`config.mk`:
```
export PLATFORM = sky130hd
export DESIGN_NAME = i2s_mlane_tx
export DESIGN_NICKNAME = d
export VERILOG_FILES = /design/src/rtl/i2s_mlane_pkg.sv /design/src/rtl/i2s_mlane_clkgen.sv /design/src/rtl/i2s_mlane_framer.sv /design/src/rtl/i2s_mlane_lane.sv /design/src/rtl/i2s_mlane_tx.sv
export SDC_FILE = /design/constraint.sdc
export NUM_CORES = 1
export LEC_CHECK = 0
export BUFFER_PORTS_ARGS = -buffer_cell sky130_fd_sc_hd__buf_2
export CORE_UTILIZATION = 35
export DETAILED_ROUTE_END_ITERATION = 12
export PLACE_DENSITY_LB_ADDON = 0.15
export SLEW_MARGIN = 20
export SYNTH_ARGS = -nofsm -noshare
export SYNTH_HDL_FRONTEND = slang
export SYNTH_SLANG_ARGS = --single-unit
```
`constraint.sdc`:
```
create_clock -name clk -period 10.05 [get_ports clk]
set_input_delay 0 -clock clk [delete_from_list [all_inputs] [get_ports clk]]
set_output_delay 0 -clock clk [all_outputs]
set_load 0.05 [all_outputs]
```
`src/rtl/i2s_mlane_pkg.sv`:
```
package i2s_mlane_pkg;

    localparam int SLOT_MAX = 32;
    localparam int POS_W    = $clog2(SLOT_MAX);

    typedef enum logic [1:0] {
        ALIGN_STD   = 2'd0,
        ALIGN_LEFT  = 2'd1,
        ALIGN_RIGHT = 2'd2,
        ALIGN_RSVD  = 2'd3
    } align_e;

    // Format and population settings consumed by every lane
    typedef struct packed {
        align_e           align;
        logic [POS_W-1:0] slot_m1;
        logic [POS_W-1:0] size_m1;
        logic [1:0]       lanes_m1;
        logic [2:0]       chans_m1;
    } fmt_cfg_t;

    // Position of the bit clock inside a slot pair
    typedef struct packed {
        logic [POS_W-1:0] pos;
        logic             side;
    } slot_pos_t;

    // Bit sent at slot position pos for a sample, left- or right-justified
    function automatic logic slot_bit(input logic [SLOT_MAX-1:0] smp,
                                      input logic [POS_W-1:0]    pos,
                                      input logic [POS_W-1:0]    slot_m1,
                                      input logic [POS_W-1:0]    size_m1,
                                      input logic                rjust);
        int   w;
        int   s;
        int   p;
        int   k;
        logic r;
        w = int'(slot_m1) + 1;
        s = int'(size_m1) + 1;
        p = int'(pos);
        r = 1'b0;
        if (p < w) begin
            if (rjust) begin
                if (p >= w - s) begin
                    k = w - 1 - p;
                    r = smp[POS_W'(k)];
                end
            end else begin
                if (p < s) begin
                    k = s - 1 - p;
                    r = smp[POS_W'(k)];
                end
            end
        end
        return r;
    endfunction

endpackage

```
`src/rtl/i2s_mlane_clkgen.sv`:
```
module i2s_mlane_clkgen #(
    parameter int DIV_W = 8
) (
    input  logic             clk,
    input  logic             rst,
    input  logic             run,
    input  logic             master,
    input  logic [DIV_W-1:0] div_m1,
    input  logic             sck_in,
    input  logic             ws_in,
    output logic             tick,
    output logic             bclk,
    output logic             ws_ext
);

    logic [DIV_W-1:0] cnt;
    logic             bclk_q;
    logic             sck_s1, sck_s2, sck_q;
    logic             ws_s1, ws_s2;
    logic             div_hit;

    assign div_hit = (cnt == div_m1);

    // Master divider: bit clock idles high, first toggle is a falling edge
    always_ff @(posedge clk) begin
        if (rst || !run || !master) begin
            cnt    <= '0;
            bclk_q <= 1'b1;
        end else if (div_hit) begin
            cnt    <= '0;
            bclk_q <= ~bclk_q;
        end else begin
            cnt <= cnt + 1'b1;
        end
    end

    // Slave inputs: two-stage synchroniser plus edge register
    always_ff @(posedge clk) begin
        if (rst) begin
            sck_s1 <= 1'b1;
            sck_s2 <= 1'b1;
            sck_q  <= 1'b1;
            ws_s1  <= 1'b1;
            ws_s2  <= 1'b1;
        end else begin
            sck_s1 <= sck_in;
            sck_s2 <= sck_s1;
            sck_q  <= sck_s2;
            ws_s1  <= ws_in;
            ws_s2  <= ws_s1;
        end
    end

    always_comb begin
        if (!run)        tick = 1'b0;
        else if (master) tick = div_hit && bclk_q;
        else             tick = sck_q && !sck_s2;
    end

    assign bclk   = bclk_q;
    assign ws_ext = ws_s2;

    // between divider hits the bit clock holds its level
    assert_div_hold_R2: assert property (@(posedge clk) disable iff (rst)
        (run && master && !div_hit) |=> ($stable(bclk_q) || !run || !master));

    // shift events never fall on two adjacent clocks
    assert_tick_spacing_R6: assert property (@(posedge clk) disable iff (rst)
        tick |=> !tick);

endmodule

```
`src/rtl/i2s_mlane_framer.sv`:
```
module i2s_mlane_framer import i2s_mlane_pkg::*; (
    input  logic             clk,
    input  logic             rst,
    input  logic             run,
    input  logic             master,
    input  logic             tick,
    input  logic             ws_ext,
    input  logic [POS_W-1:0] slot_m1,
    output slot_pos_t        cur,
    output slot_pos_t        nxt,
    output logic             frame_start
);

    slot_pos_t st;
    logic      wrap;

    assign wrap = (st.pos >= slot_m1);

    always_comb begin
        nxt = st;
        if (master) begin
            nxt.pos  = wrap ? '0 : st.pos + 1'b1;
            nxt.side = wrap ? ~st.side : st.side;
        end else if (ws_ext != st.side) begin
            nxt.pos  = '0;
            nxt.side = ws_ext;
        end else begin
            nxt.pos  = (&st.pos) ? st.pos : st.pos + 1'b1;
            nxt.side = st.side;
        end
    end

    assign frame_start = tick && st.side && !nxt.side;
    assign cur         = st;

    // Idle parks at the last right-slot bit so the first shift opens a frame
    always_ff @(posedge clk) begin
        if (rst || !run) begin
            st.pos  <= slot_m1;
            st.side <= 1'b1;
        end else if (tick) begin
            st <= nxt;
        end
    end

    // a frame start leaves the engine at left slot, bit zero
    assert_frame_origin_R6: assert property (@(posedge clk) disable iff (rst)
        frame_start |=> (st.pos == '0 && !st.side));

    // in master mode a slot ends after slot_m1+1 bits
    assert_slot_wrap_R3: assert property (@(posedge clk) disable iff (rst)
        (tick && master && st.pos == slot_m1) |=> (st.pos == '0));

endmodule

```
`src/rtl/i2s_mlane_lane.sv`:
```
module i2s_mlane_lane import i2s_mlane_pkg::*; #(
    parameter int LANE_IDX = 0
) (
    input  logic                clk,
    input  logic                rst,
    input  logic                run,
    input  logic                tick,
    input  logic                frame_start,
    input  logic                load_ok,
    input  fmt_cfg_t            fmt,
    input  logic [SLOT_MAX-1:0] smp_l,
    input  logic [SLOT_MAX-1:0] smp_r,
    input  slot_pos_t           cur,
    input  slot_pos_t           nxt,
    output logic                sd
);

    localparam logic [1:0] LANE_ID = 2'(LANE_IDX);
    localparam logic [2:0] CH_L    = 3'(2 * LANE_IDX);
    localparam logic [2:0] CH_R    = 3'(2 * LANE_IDX + 1);

    logic                on_l, on_r;
    logic [SLOT_MAX-1:0] hold_l, hold_r;
    logic [SLOT_MAX-1:0] next_l, next_r;
    logic [SLOT_MAX-1:0] smp_now, smp_nxt;
    logic                bit_std, bit_left, bit_right, sd_d;

    assign on_l = (LANE_ID <= fmt.lanes_m1) && (CH_L <= fmt.chans_m1);
    assign on_r = (LANE_ID <= fmt.lanes_m1) && (CH_R <= fmt.chans_m1);

    always_comb begin
        next_l = hold_l;
        next_r = hold_r;
        if (frame_start) begin
            next_l = (load_ok && on_l) ? smp_l : '0;
            next_r = (load_ok && on_r) ? smp_r : '0;
        end
    end

    assign smp_now = cur.side ? hold_r : hold_l;
    assign smp_nxt = nxt.side ? next_r : next_l;

    // Standard format is the left-justified stream one bit clock late
    always_comb begin
        bit_std   = slot_bit(smp_now, cur.pos, fmt.slot_m1, fmt.size_m1, 1'b0);
        bit_left  = slot_bit(smp_nxt, nxt.pos, fmt.slot_m1, fmt.size_m1, 1'b0);
        bit_right = slot_bit(smp_nxt, nxt.pos, fmt.slot_m1, fmt.size_m1, 1'b1);
        case (fmt.align)
            ALIGN_STD:   sd_d = bit_std;
            ALIGN_RIGHT: sd_d = bit_right;
            default:     sd_d = bit_left;
        endcase
    end

    always_ff @(posedge clk) begin
        if (rst || !run) begin
            hold_l <= '0;
            hold_r <= '0;
            sd     <= 1'b0;
        end else if (tick) begin
            hold_l <= next_l;
            hold_r <= next_r;
            sd     <= sd_d;
        end
    end

    // a frame start without data clears the held pair
    assert_zero_fill_R7: assert property (@(posedge clk) disable iff (rst)
        (frame_start && !load_ok) |=> (hold_l == '0 && hold_r == '0));

    // a disabled channel never holds sample data after a frame start
    assert_chan_off_R4: assert property (@(posedge clk) disable iff (rst)
        (frame_start && !on_l && !on_r) |=> (hold_l == '0 && hold_r == '0));

endmodule

```
`src/rtl/i2s_mlane_tx.sv`:
```
module i2s_mlane_tx import i2s_mlane_pkg::*; #(
    parameter int NUM_LANES = 4,
    parameter int DIV_W     = 8
) (
    input  logic                            clk,
    input  logic                            rst,
    input  logic                            cfg_master,
    input  logic [1:0]                      cfg_align,
    input  logic [4:0]                      cfg_slot_m1,
    input  logic [4:0]                      cfg_size_m1,
    input  logic [1:0]                      cfg_lanes_m1,
    input  logic [2:0]                      cfg_chans_m1,
    input  logic                            cfg_loop,
    input  logic                            cfg_tx_en,
    input  logic                            cfg_if_en,
    input  logic [DIV_W-1:0]                cfg_div_m1,
    input  logic                            s_valid,
    input  logic [2*NUM_LANES*SLOT_MAX-1:0] s_data,
    output logic                            s_ready,
    input  logic                            sck_in,
    input  logic                            ws_in,
    output logic                            bclk_o,
    output logic                            ws_o,
    output logic [NUM_LANES-1:0]            sd_o,
    input  logic [NUM_LANES-1:0]            rx_sd_i,
    output logic [NUM_LANES-1:0]            rx_sd_o,
    output logic                            underrun_o
);

    localparam int FRAME_W = 2 * SLOT_MAX;

    logic      run, tick, ws_ext, frame_start;
    logic      ws_q, underrun_q;
    slot_pos_t cur_pos, nxt_pos;
    fmt_cfg_t  fmt;
    logic [NUM_LANES-1:0] sd_w;

    assign run = cfg_tx_en & cfg_if_en;

    assign fmt = '{align:    align_e'(cfg_align),
                   slot_m1:  cfg_slot_m1,
                   size_m1:  cfg_size_m1,
                   lanes_m1: cfg_lanes_m1,
                   chans_m1: cfg_chans_m1};

    i2s_mlane_clkgen #(.DIV_W(DIV_W)) u_clkgen (
        .clk    (clk),
        .rst    (rst),
        .run    (run),
        .master (cfg_master),
        .div_m1 (cfg_div_m1),
        .sck_in (sck_in),
        .ws_in  (ws_in),
        .tick   (tick),
        .bclk   (bclk_o),
        .ws_ext (ws_ext)
    );

    i2s_mlane_framer u_framer (
        .clk         (clk),
        .rst         (rst),
        .run         (run),
        .master      (cfg_master),
        .tick        (tick),
        .ws_ext      (ws_ext),
        .slot_m1     (cfg_slot_m1),
        .cur         (cur_pos),
        .nxt         (nxt_pos),
        .frame_start (frame_start)
    );

    for (genvar g = 0; g < NUM_LANES; g++) begin : g_lane
        i2s_mlane_lane #(.LANE_IDX(g)) u_lane (
            .clk         (clk),
            .rst         (rst),
            .run         (run),
            .tick        (tick),
            .frame_start (frame_start),
            .load_ok     (s_valid),
            .fmt         (fmt),
            .smp_l       (s_data[g*FRAME_W +: SLOT_MAX]),
            .smp_r       (s_data[g*FRAME_W + SLOT_MAX +: SLOT_MAX]),
            .cur         (cur_pos),
            .nxt         (nxt_pos),
            .sd          (sd_w[g])
        );
    end

    always_ff @(posedge clk) begin
        if (rst || !run) begin
            ws_q       <= 1'b0;
            underrun_q <= 1'b0;
        end else begin
            if (tick)        ws_q       <= nxt_pos.side;
            if (frame_start) underrun_q <= !s_valid;
        end
    end

    assign s_ready    = frame_start;
    assign ws_o       = ws_q;
    assign underrun_o = underrun_q;
    assign sd_o       = sd_w;
    assign rx_sd_o    = cfg_loop ? sd_w : rx_sd_i;

    // a missed frame start raises the underrun flag
    assert_underrun_R7: assert property (@(posedge clk) disable iff (rst)
        (frame_start && !s_valid) |=> underrun_o);

    // a stopped engine leaves every lane low
    assert_idle_quiet_R8: assert property (@(posedge clk) disable iff (rst)
        !run |=> (sd_o == '0 && !ws_o));

    // a ready pulse lasts a single clock
    assert_ready_pulse_R6: assert property (@(posedge clk) disable iff (rst)
        s_ready |=> !s_ready);

endmodule

```
==> qor.csv, run 1 <==
stage;metric;value;unit
clock_tree;cts-htree-levels;2;
worst_setup_path;path_cells;inv_1 > ha_1 > nor2_1 > nor2_1 > a211oi_4 > o21ai_4 > buf_12 > inv_6 > buf_4 > mux2i_1 > mux4_2 > o22ai_1 > o32ai_1 > o311a_1 > a311oi_1 > o211ai_1;
power;swShare;36.71;%
clock_tree;clk-insertion-delay-late;0.57;ns
worst_setup_path;critPathKind;flip-flop to flip-flop;
drt;drtAntennaViolNets;0;
synthesis;synth_edf_count;5;
outcome;status;finished, final reports clean;
layout;fin_nets;3033;
power;peakVddDrop;0.0001079;V
drt;viasPerCell;6.133;
synthesis;synth_seq_cells;282;
place;placed_cell_area;20990;µm²
min_path;hp-class;primary input to flip-flop;
layout;drive_gt1_share;20.92;%
layout;final_cell_area;24960;µm²
worst_setup_path;endpoint_kind;flip-flop;
synthesis;synth_nets;2589;
floorplan;die-area;55400;µm²
power;p_sw;1.401;mW
floorplan;core_area;53810;µm²
clock_tree;cts.sinks;282;
sta;holdWs;0.02093;ns
clock_tree;clockRootBuffer;clkbuf_16;
drt;wire_per_inst;25.69;µm
worst_setup_path;cpMaxStageDelayCell;dfxtp_2;
power;p_clk_share;36.2;%
layout;area_growth;30.95;%
floorplan;rows;85;
worst_setup_path;cp.arrival;7.05;ns
sta;worstMarginPinSlew;1.145;ns
floorplan;ios;306;
synthesis;ys.flop_type;dfxtp_1;
clock_tree;clk_pin_slew_worst_paths;0.06;ns
sta;fin_tns_setup;0;ns
drt;wl;87.40;mm
floorplan;die_w;235.4;µm
sta;timing.final.crit_share;65.77;%
synthesis;synth_area;19060;µm²
layout;fin_cells;3402;
power;powerDensity;152.9;nW/µm²
global_routing;met1_usage;41.77;%
power;seq_power_share;29.6;%
sta;rsz0062_at_grt;false;
clock_tree;numCtsBuffers;37;
global_routing;gr-usage-met2;49.00;%
global_routing;busiest_layer;met2;
sta;clock.fmax;151.3;MHz
synthesis;synth_area_per_cell;8.514;µm²
sta;clock_skew;0.01627;ns
sta;setup_viol;0;
place;place.port_buffers;305;
synthesis;async_reset_ff_share;0;%
global_routing;grt_pass1_wl;131.9;mm
worst_setup_path;worst_path_largest_cell_delay;0.87;ns
drt;drc;0;
place;dpl.cell_count;3068;
worst_setup_path;cpMostUsedCell;nor2_1;
worst_setup_path;start_kind;flip-flop;
synthesis;ys_seq_area_share;29.88;%
clock_tree;cts_max_path_buffers;3;
sta;finalHoldViolCount;0;
global_routing;grt_pass1_vias;20657;
power;comb_power_share;34.3;%
global_routing;grtUsageTotal;31.03;%
global_routing;grt_max_degree;187;
clock_tree;cts_tree;done;
drt;vias;20866;
place;post-dp-hpwl;59.38;mm
flow_run;maxCapViolations;0;
synthesis;synth_cells;2239;
floorplan;die_y;235.4;µm
power;p_leak;9.316;nW
global_routing;grt_use_met3;5.206;%
drt;drt_iter0_markers;2125;
global_routing;antenna_found_initial;1;
drt;drt_pre_antenna_iters;6;
sta;min_period;6.609;ns
global_routing;grt_overflow;0;
floorplan;start_util;35.42;%
power;p_int;2.416;mW
worst_setup_path;critPathMaxFanout;186;
power;total_power;3.817;mW
place;globalplace.congestion;0.9061;
sta;slew_headroom;23.70;%
clock_tree;post_cts_buffers;0;
synthesis;yosysUniqueCellTypes;80;
sta;finalMaxSlewViolations;0;
worst_setup_path;required;10.49;ns
synthesis;ys_warn_count;0;
==> flip-flops by register name, summed over array words and instances, names as in the netlist <==
register,cells
underrun_o,1
u_clkgen.bclk,1
ws_o,1
u_clkgen.cnt,8
u_clkgen.sck_s1,1
u_clkgen.sck_s2,1
g_lane.u_lane.hold_l,128
g_lane.u_lane.sd,4
g_lane.u_lane.hold_r,128
u_clkgen.ws_s1,1
u_framer.cur,6
u_clkgen.sck_q,1
u_clkgen.ws_ext,1
==> per-stage QoR <==
step           worst slack, ns  util [%]
5_1_grt                  3.047     46.39
4_1_cts                  3.609     46.33
2_1_floorplan            5.552         -
3_5_place_dp             3.617     39.00
3_3_place_gp             3.734     39.00
6_report                 3.441     46.39
==> power by group through the flow <==
stage                     registers [mW]  clock network, mW  logic, mW
after floorplan                     1.15                  0      0.727
after global placement              1.15                  0       1.18
after detailed placement            1.15                  0       1.19
after CTS                           1.13               1.40       1.27
after global routing                1.13               1.45       1.38
final                               1.13               1.38       1.31
==> what timing repair did <==
| item | in CTS | in global routing |
|---|---|---|
| hold buffers | 271 | 0 |
| hold endpoints to repair | 261 | 0 |
| resized for setup | 0 | 0 |
| endpoints found under the setup margin | 0 | 0 |
==> final timing paths <==
check / start / end / slack [ns] / cells past startpoint
setup / recovery: u_framer.cur[0] / g_lane[2].u_lane.sd / 3.44 / 16
hold / removal: s_data[234] / g_lane[3].u_lane.hold_r[10] / 0.02 / 4
setup reg to reg: u_framer.cur[0] / g_lane[2].u_lane.sd / 3.44 / 16
hold reg to reg: u_clkgen.sck_s1 / u_clkgen.sck_s2 / 0.41 / 1
==> cell families after synthesis <==
| kind of cell | count (synthesis) | synth area share (%) |
|---|---|---|
| AOI/OAI and AO/OA | 718 | 26.89 |
| xor gates and xnor gates | 45 | 2.107 |
| adders and majority gates | 58 | 3.938 |
| buffers and inverters | 266 | 5.756 |
| DFF | 282 | 29.88 |
| muxes | 160 | 14.73 |
| and+or+nand+nor | 710 | 16.70 |
==> cell usage after synthesis, drive strengths merged, types with 32 or more instances <==
library cell  instances  share of area [%]
a211oi               46                1.9
a21oi               149                3.9
a22o                 88                4.0
a31oi                49                1.6
a32o                 55                2.9
and2                 35                1.1
buf                  83                2.1
clkbuf              126                2.5
dfxtp               277                 29
ha                   52                3.4
inv                  55                1.1
mux2i                51                2.7
mux4                 95                 11
nand2               263                5.2
nand3               158                4.1
nor2                152                3.0
o21ai               103                2.7
o22ai                32                1.1
==> final cells by class <==
type,instances,area (µm²)
antenna,1,2.502
clock buffer,47,1045
clock inverter,14,188.9
fill,5241,28850
inverter,57,220.2
multi-input combinational,1691,12380
sequential,282,5697
tap,696,870.8
timing repair buffer,614,4557
==> worst max-delay path, delay by kind of cell, from the launching register on <==
kind | cells | cell delay, ns
simple gates | 2 | 0.20
mux | 2 | 0.73
fa+ha+maj | 1 | 0.30
buf+inv | 4 | 2.17
compound gates | 7 | 1.82
flops | 1 | 0.87
==> placed cells by master, fill, tap and decap left out, drive strengths merged, types with 21 or more instances in the layout <==
| cell | instances |
|---|---|
| a31o | 21 |
| dlygate4sd3 | 271 |
| a32o | 55 |
| mux2i | 51 |
| xnor2 | 24 |
| nor2 | 152 |
| ha | 52 |
| mux4 | 95 |
| dfxtp | 277 |
| xor2 | 21 |
| a31oi | 49 |
| nand2 | 263 |
| a211oi | 46 |
| nand3 | 158 |
| nor3 | 28 |
| a21oi | 149 |
| o22ai | 32 |
| inv | 56 |
| clkbuf | 47 |
| a22o | 88 |
| buf | 343 |
| o21ai | 103 |
| and2 | 35 |
==> routing by layer <==
| metal | up-vias | part of all wire (%) |
|---|---|---|
| met1 | 10169 | 43 |
| met2 | 1100 | 45 |
| met3 | 218 | 8.0 |
| met4 | 0 | 4.2 |
| met5 | - | 0 |
| li1 | 9379 | - |
No activity file was read; power rests on OpenSTA's default activity.
==> run 2, diff against run 1 <==
==> constraint.sdc (replaced) <==
create_clock -name clk -period 5.5 [get_ports clk]
set_input_delay 0 -clock clk [delete_from_list [all_inputs] [get_ports clk]]
set_output_delay 0 -clock clk [all_outputs]
set_load 0.05 [all_outputs]
==> run 2 against run 1 <==
Compared with the run above: fmax is 31% higher; sequential share of layout area is 0.22 points lower; total power rose by 81%.
==> qor.csv, run 2 (synthesis results as in run 1) <==
stage;metric;value;unit;change
place;globalplace.congestion;0.9577;;was 0.9061
layout;drive_gt1_share;21.91;%;was 20.92%
floorplan;ios;306;;unchanged
worst_setup_path;critPathKind;flip-flop to flip-flop;;unchanged
layout;final_cell_mix;buf_2, dfxtp_1, dlygate4sd3_1, nand2_1, nand3_1;;unchanged
sta;clock_skew;0.02333;ns;was 0.01627 ns
drt;drc;0;;unchanged
layout;fin_nets;3064;;was 3033
outcome;status;finished, final reports clean;;unchanged
layout;layout_commonest_cell;buf_2;;unchanged
clock_tree;numCtsBuffers;36;;was 37
layout;fin_cells;3435;;was 3402
power;powerDensity;273.8;nW/µm²;was 152.9 nW/µm²
global_routing;grt_pass1_vias;20657;;unchanged
clock_tree;post_cts_buffers;0;;unchanged
clock_tree;clockRootBuffer;clkbuf_16;;unchanged
sta;fin_tns_setup;0;ns;unchanged
sta;slew_headroom;27.94;%;was 23.70%
worst_setup_path;endpoint_kind;flip-flop;;unchanged
worst_setup_path;reg2reg_slack;0.47;ns;was 3.44 ns
worst_setup_path;start_kind;flip-flop;;unchanged
drt;viasPerCell;6.134;;was 6.133
drt;wire_per_inst;25.69;µm;about the same
sta;rsz0062_at_grt;false;;unchanged
global_routing;grtUsageTotal;31.22;%;was 31.03%
sta;finalMaxSlewViolations;0;;unchanged
global_routing;grt_max_degree;186;;was 187
layout;largestRegisters;g_lane.u_lane.hold_l x128, g_lane.u_lane.hold_r x128, u_clkgen.cnt x8;;unchanged
worst_setup_path;crit_buf_inv;1;;was 4
worst_setup_path;cpMaxStageDelayCell;xnor2_2;;was dfxtp_2
global_routing;antenna_found_initial;1;;unchanged
drt;vias;21070;;was 20866
global_routing;grt_pass1_wl;132.1;mm;was 131.9 mm
place;place.port_buffers;305;;unchanged
floorplan;rows;85;;unchanged
worst_setup_path;ff2ff_path_depth;15;;was 16
sta;worstMarginPinSlew;1.076;ns;was 1.145 ns
clock_tree;cts_repair_resize_count;0;;unchanged
worst_setup_path;regToRegStartpoint;u_framer.cur[5];;was u_framer.cur[0]
worst_setup_path;required;5.93;ns;was 10.49 ns
worst_setup_path;critPathTopFamily;compound AO/OA/AOI/OAI gates;;was buffers and inverters
place;dpl.cell_count;3107;;was 3068
min_path;hp-class;primary input to flip-flop;;unchanged
floorplan;die_w;235.4;µm;unchanged
floorplan;start_util;35.42;%;unchanged
min_path;hold_path_end;u_framer.cur[2];;was g_lane[3].u_lane.hold_r[10]
sta;timing.final.crit_share;91.41;%;was 65.77%
clock_tree;cts-htree-levels;2;;unchanged
power;peakVddDrop;0.0001814;V;was 0.0001079 V
floorplan;core_area;53810;µm²;unchanged
worst_setup_path;path_cells;ha_1 > a21oi_1 > o221ai_1 > o32ai_1 > inv_1 > ha_1 > fa_2 > xnor2_1 > xnor2_2 > nor2_1 > a21boi_0 > o311ai_0 > nand4_1 > nor4_1 > o21ai_1;;was inv_1 > ha_1 > nor2_1 > nor2_1 > a211oi_4 > o21ai_4 > buf_12 > inv_6 > buf_4 > mux2i_1 > mux4_2 > o22ai_1 > o32ai_1 > o311a_1 > a311oi_1 > o211ai_1
drt;wl;88.25;mm;was 87.40 mm
clock_tree;clk_pin_slew_worst_paths;0.06;ns;about the same
layout;diodes;0;;was 1
drt;drt_pre_antenna_iters;8;;was 6
min_path;hp-start;cfg_slot_m1[1];;was s_data[234]
flow_run;maxCapViolations;0;;unchanged
clock_tree;cts.sinks;282;;unchanged
layout;area_growth;32.25;%;was 30.95%
floorplan;die-area;55400;µm²;unchanged
min_path;holdPathStages;3;;was 4
drt;drtAntennaViolNets;0;;unchanged
worst_setup_path;critPathMaxFanout;13;;was 186
worst_setup_path;cpMostUsedCell;ha_1;;was nor2_1
clock_tree;clk-insertion-delay-late;0.57;ns;about the same
floorplan;die_y;235.4;µm;unchanged
place;post-dp-hpwl;61.88;mm;was 59.38 mm
clock_tree;cts_max_path_buffers;3;;unchanged
sta;setup_viol;0;;unchanged
sta;finalHoldViolCount;0;;unchanged
worst_setup_path;cp.arrival;5.46;ns;was 7.05 ns
drt;drt_iter0_markers;2223;;was 2125
global_routing;grt_overflow;0;;unchanged
worst_setup_path;worst_path_largest_cell_delay;0.67;ns;was 0.87 ns
sta;min_period;5.028;ns;was 6.609 ns
sta;clock.fmax;198.9;MHz;was 151.3 MHz
clock_tree;cts_tree;done;;unchanged
worst_setup_path;r2r-end;g_lane[3].u_lane.sd;;was g_lane[2].u_lane.sd
power;p_leak;9.438;nW;was 9.316 nW
[run 2: cell types whose count changed in the layout (fill, tap and decap cells not counted), moves of 4 or more]
cell	delta
buf_12	+10
clkbuf_1	+4
dlygate4sd3_1	-7
buf_4	+29
[run 2: power breakdown]
part | internal, mW | switching [mW]
registers | 2.05 | 0.00747
logic | 0.931 | 1.54
clock network | 1.37 | 0.992
[run 2: worst max path at each step]
stage | startpoint | end | slack [ns] | depth (start not counted)
floorplan | u_framer.cur[3] | g_lane[2].u_lane.sd | 1.00 | 16
finish | u_framer.cur[5] | g_lane[3].u_lane.sd | 0.47 | 15
global placement | u_framer.cur[1] | g_lane[2].u_lane.sd | 0.60 | 16
detailed placement | u_framer.cur[1] | g_lane[2].u_lane.sd | 0.58 | 16
CTS | u_framer.cur[1] | g_lane[2].u_lane.sd | 0.56 | 16
global route | u_framer.cur[1] | g_lane[3].u_lane.sd | 0.23 | 16
[run 2: timing repair]
action | 4_1_cts | 5_1_grt
hold endpoints to repair | 262 | 0
hold buffers | 264 | 0
setup endpoints to repair | 0 | 0
[run 2: stage by stage]
stage	area, µm²	utilization, %	power [mW]	setup slack, ns	hold slack [ns]
2_1_floorplan	19060	-	3.433	1.002	0.1038
3_3_place_gp	21390	39.76	4.358	0.6040	0.1857
3_5_place_dp	21390	39.76	4.362	0.5802	0.1865
4_1_cts	25180	46.80	6.871	0.5643	0.007895
5_1_grt	25210	46.85	7.149	0.2312	0.01328
6_report	25210	46.85	6.902	0.4723	0.02948
[run 2: area by class of cell]
class	count	area [µm²]
flip-flops and latches	282	5697
clock buffers	48	996.0
clock inverters	15	150.1
well taps	696	870.8
multi-input cells	1691	12370
fillers	5180	28600
inverters	57	219.0
repair buffers	646	4905
[run 2: layer usage]
| layer | wire, µm | up-vias | global-route usage (%) | share of wire [%] |
|---|---|---|---|---|
| met5 | 0 | - | 0 | 0 |
| met3 | 6545 | 168 | 4.667 | 7.4 |
| met2 | 40510 | 1075 | 49.77 | 46 |
| li1 | - | 9458 | - | - |
| met1 | 38470 | 10369 | 43.06 | 44 |
| met4 | 2723 | 0 | 10.38 | 3.1 |
[run 2: tightest hold or removal path: cells and delay by family]
family	cells	cell delay (ns)
AOI/OAI and AO/OA	1	0.13
buffers and inverters	2	0.27
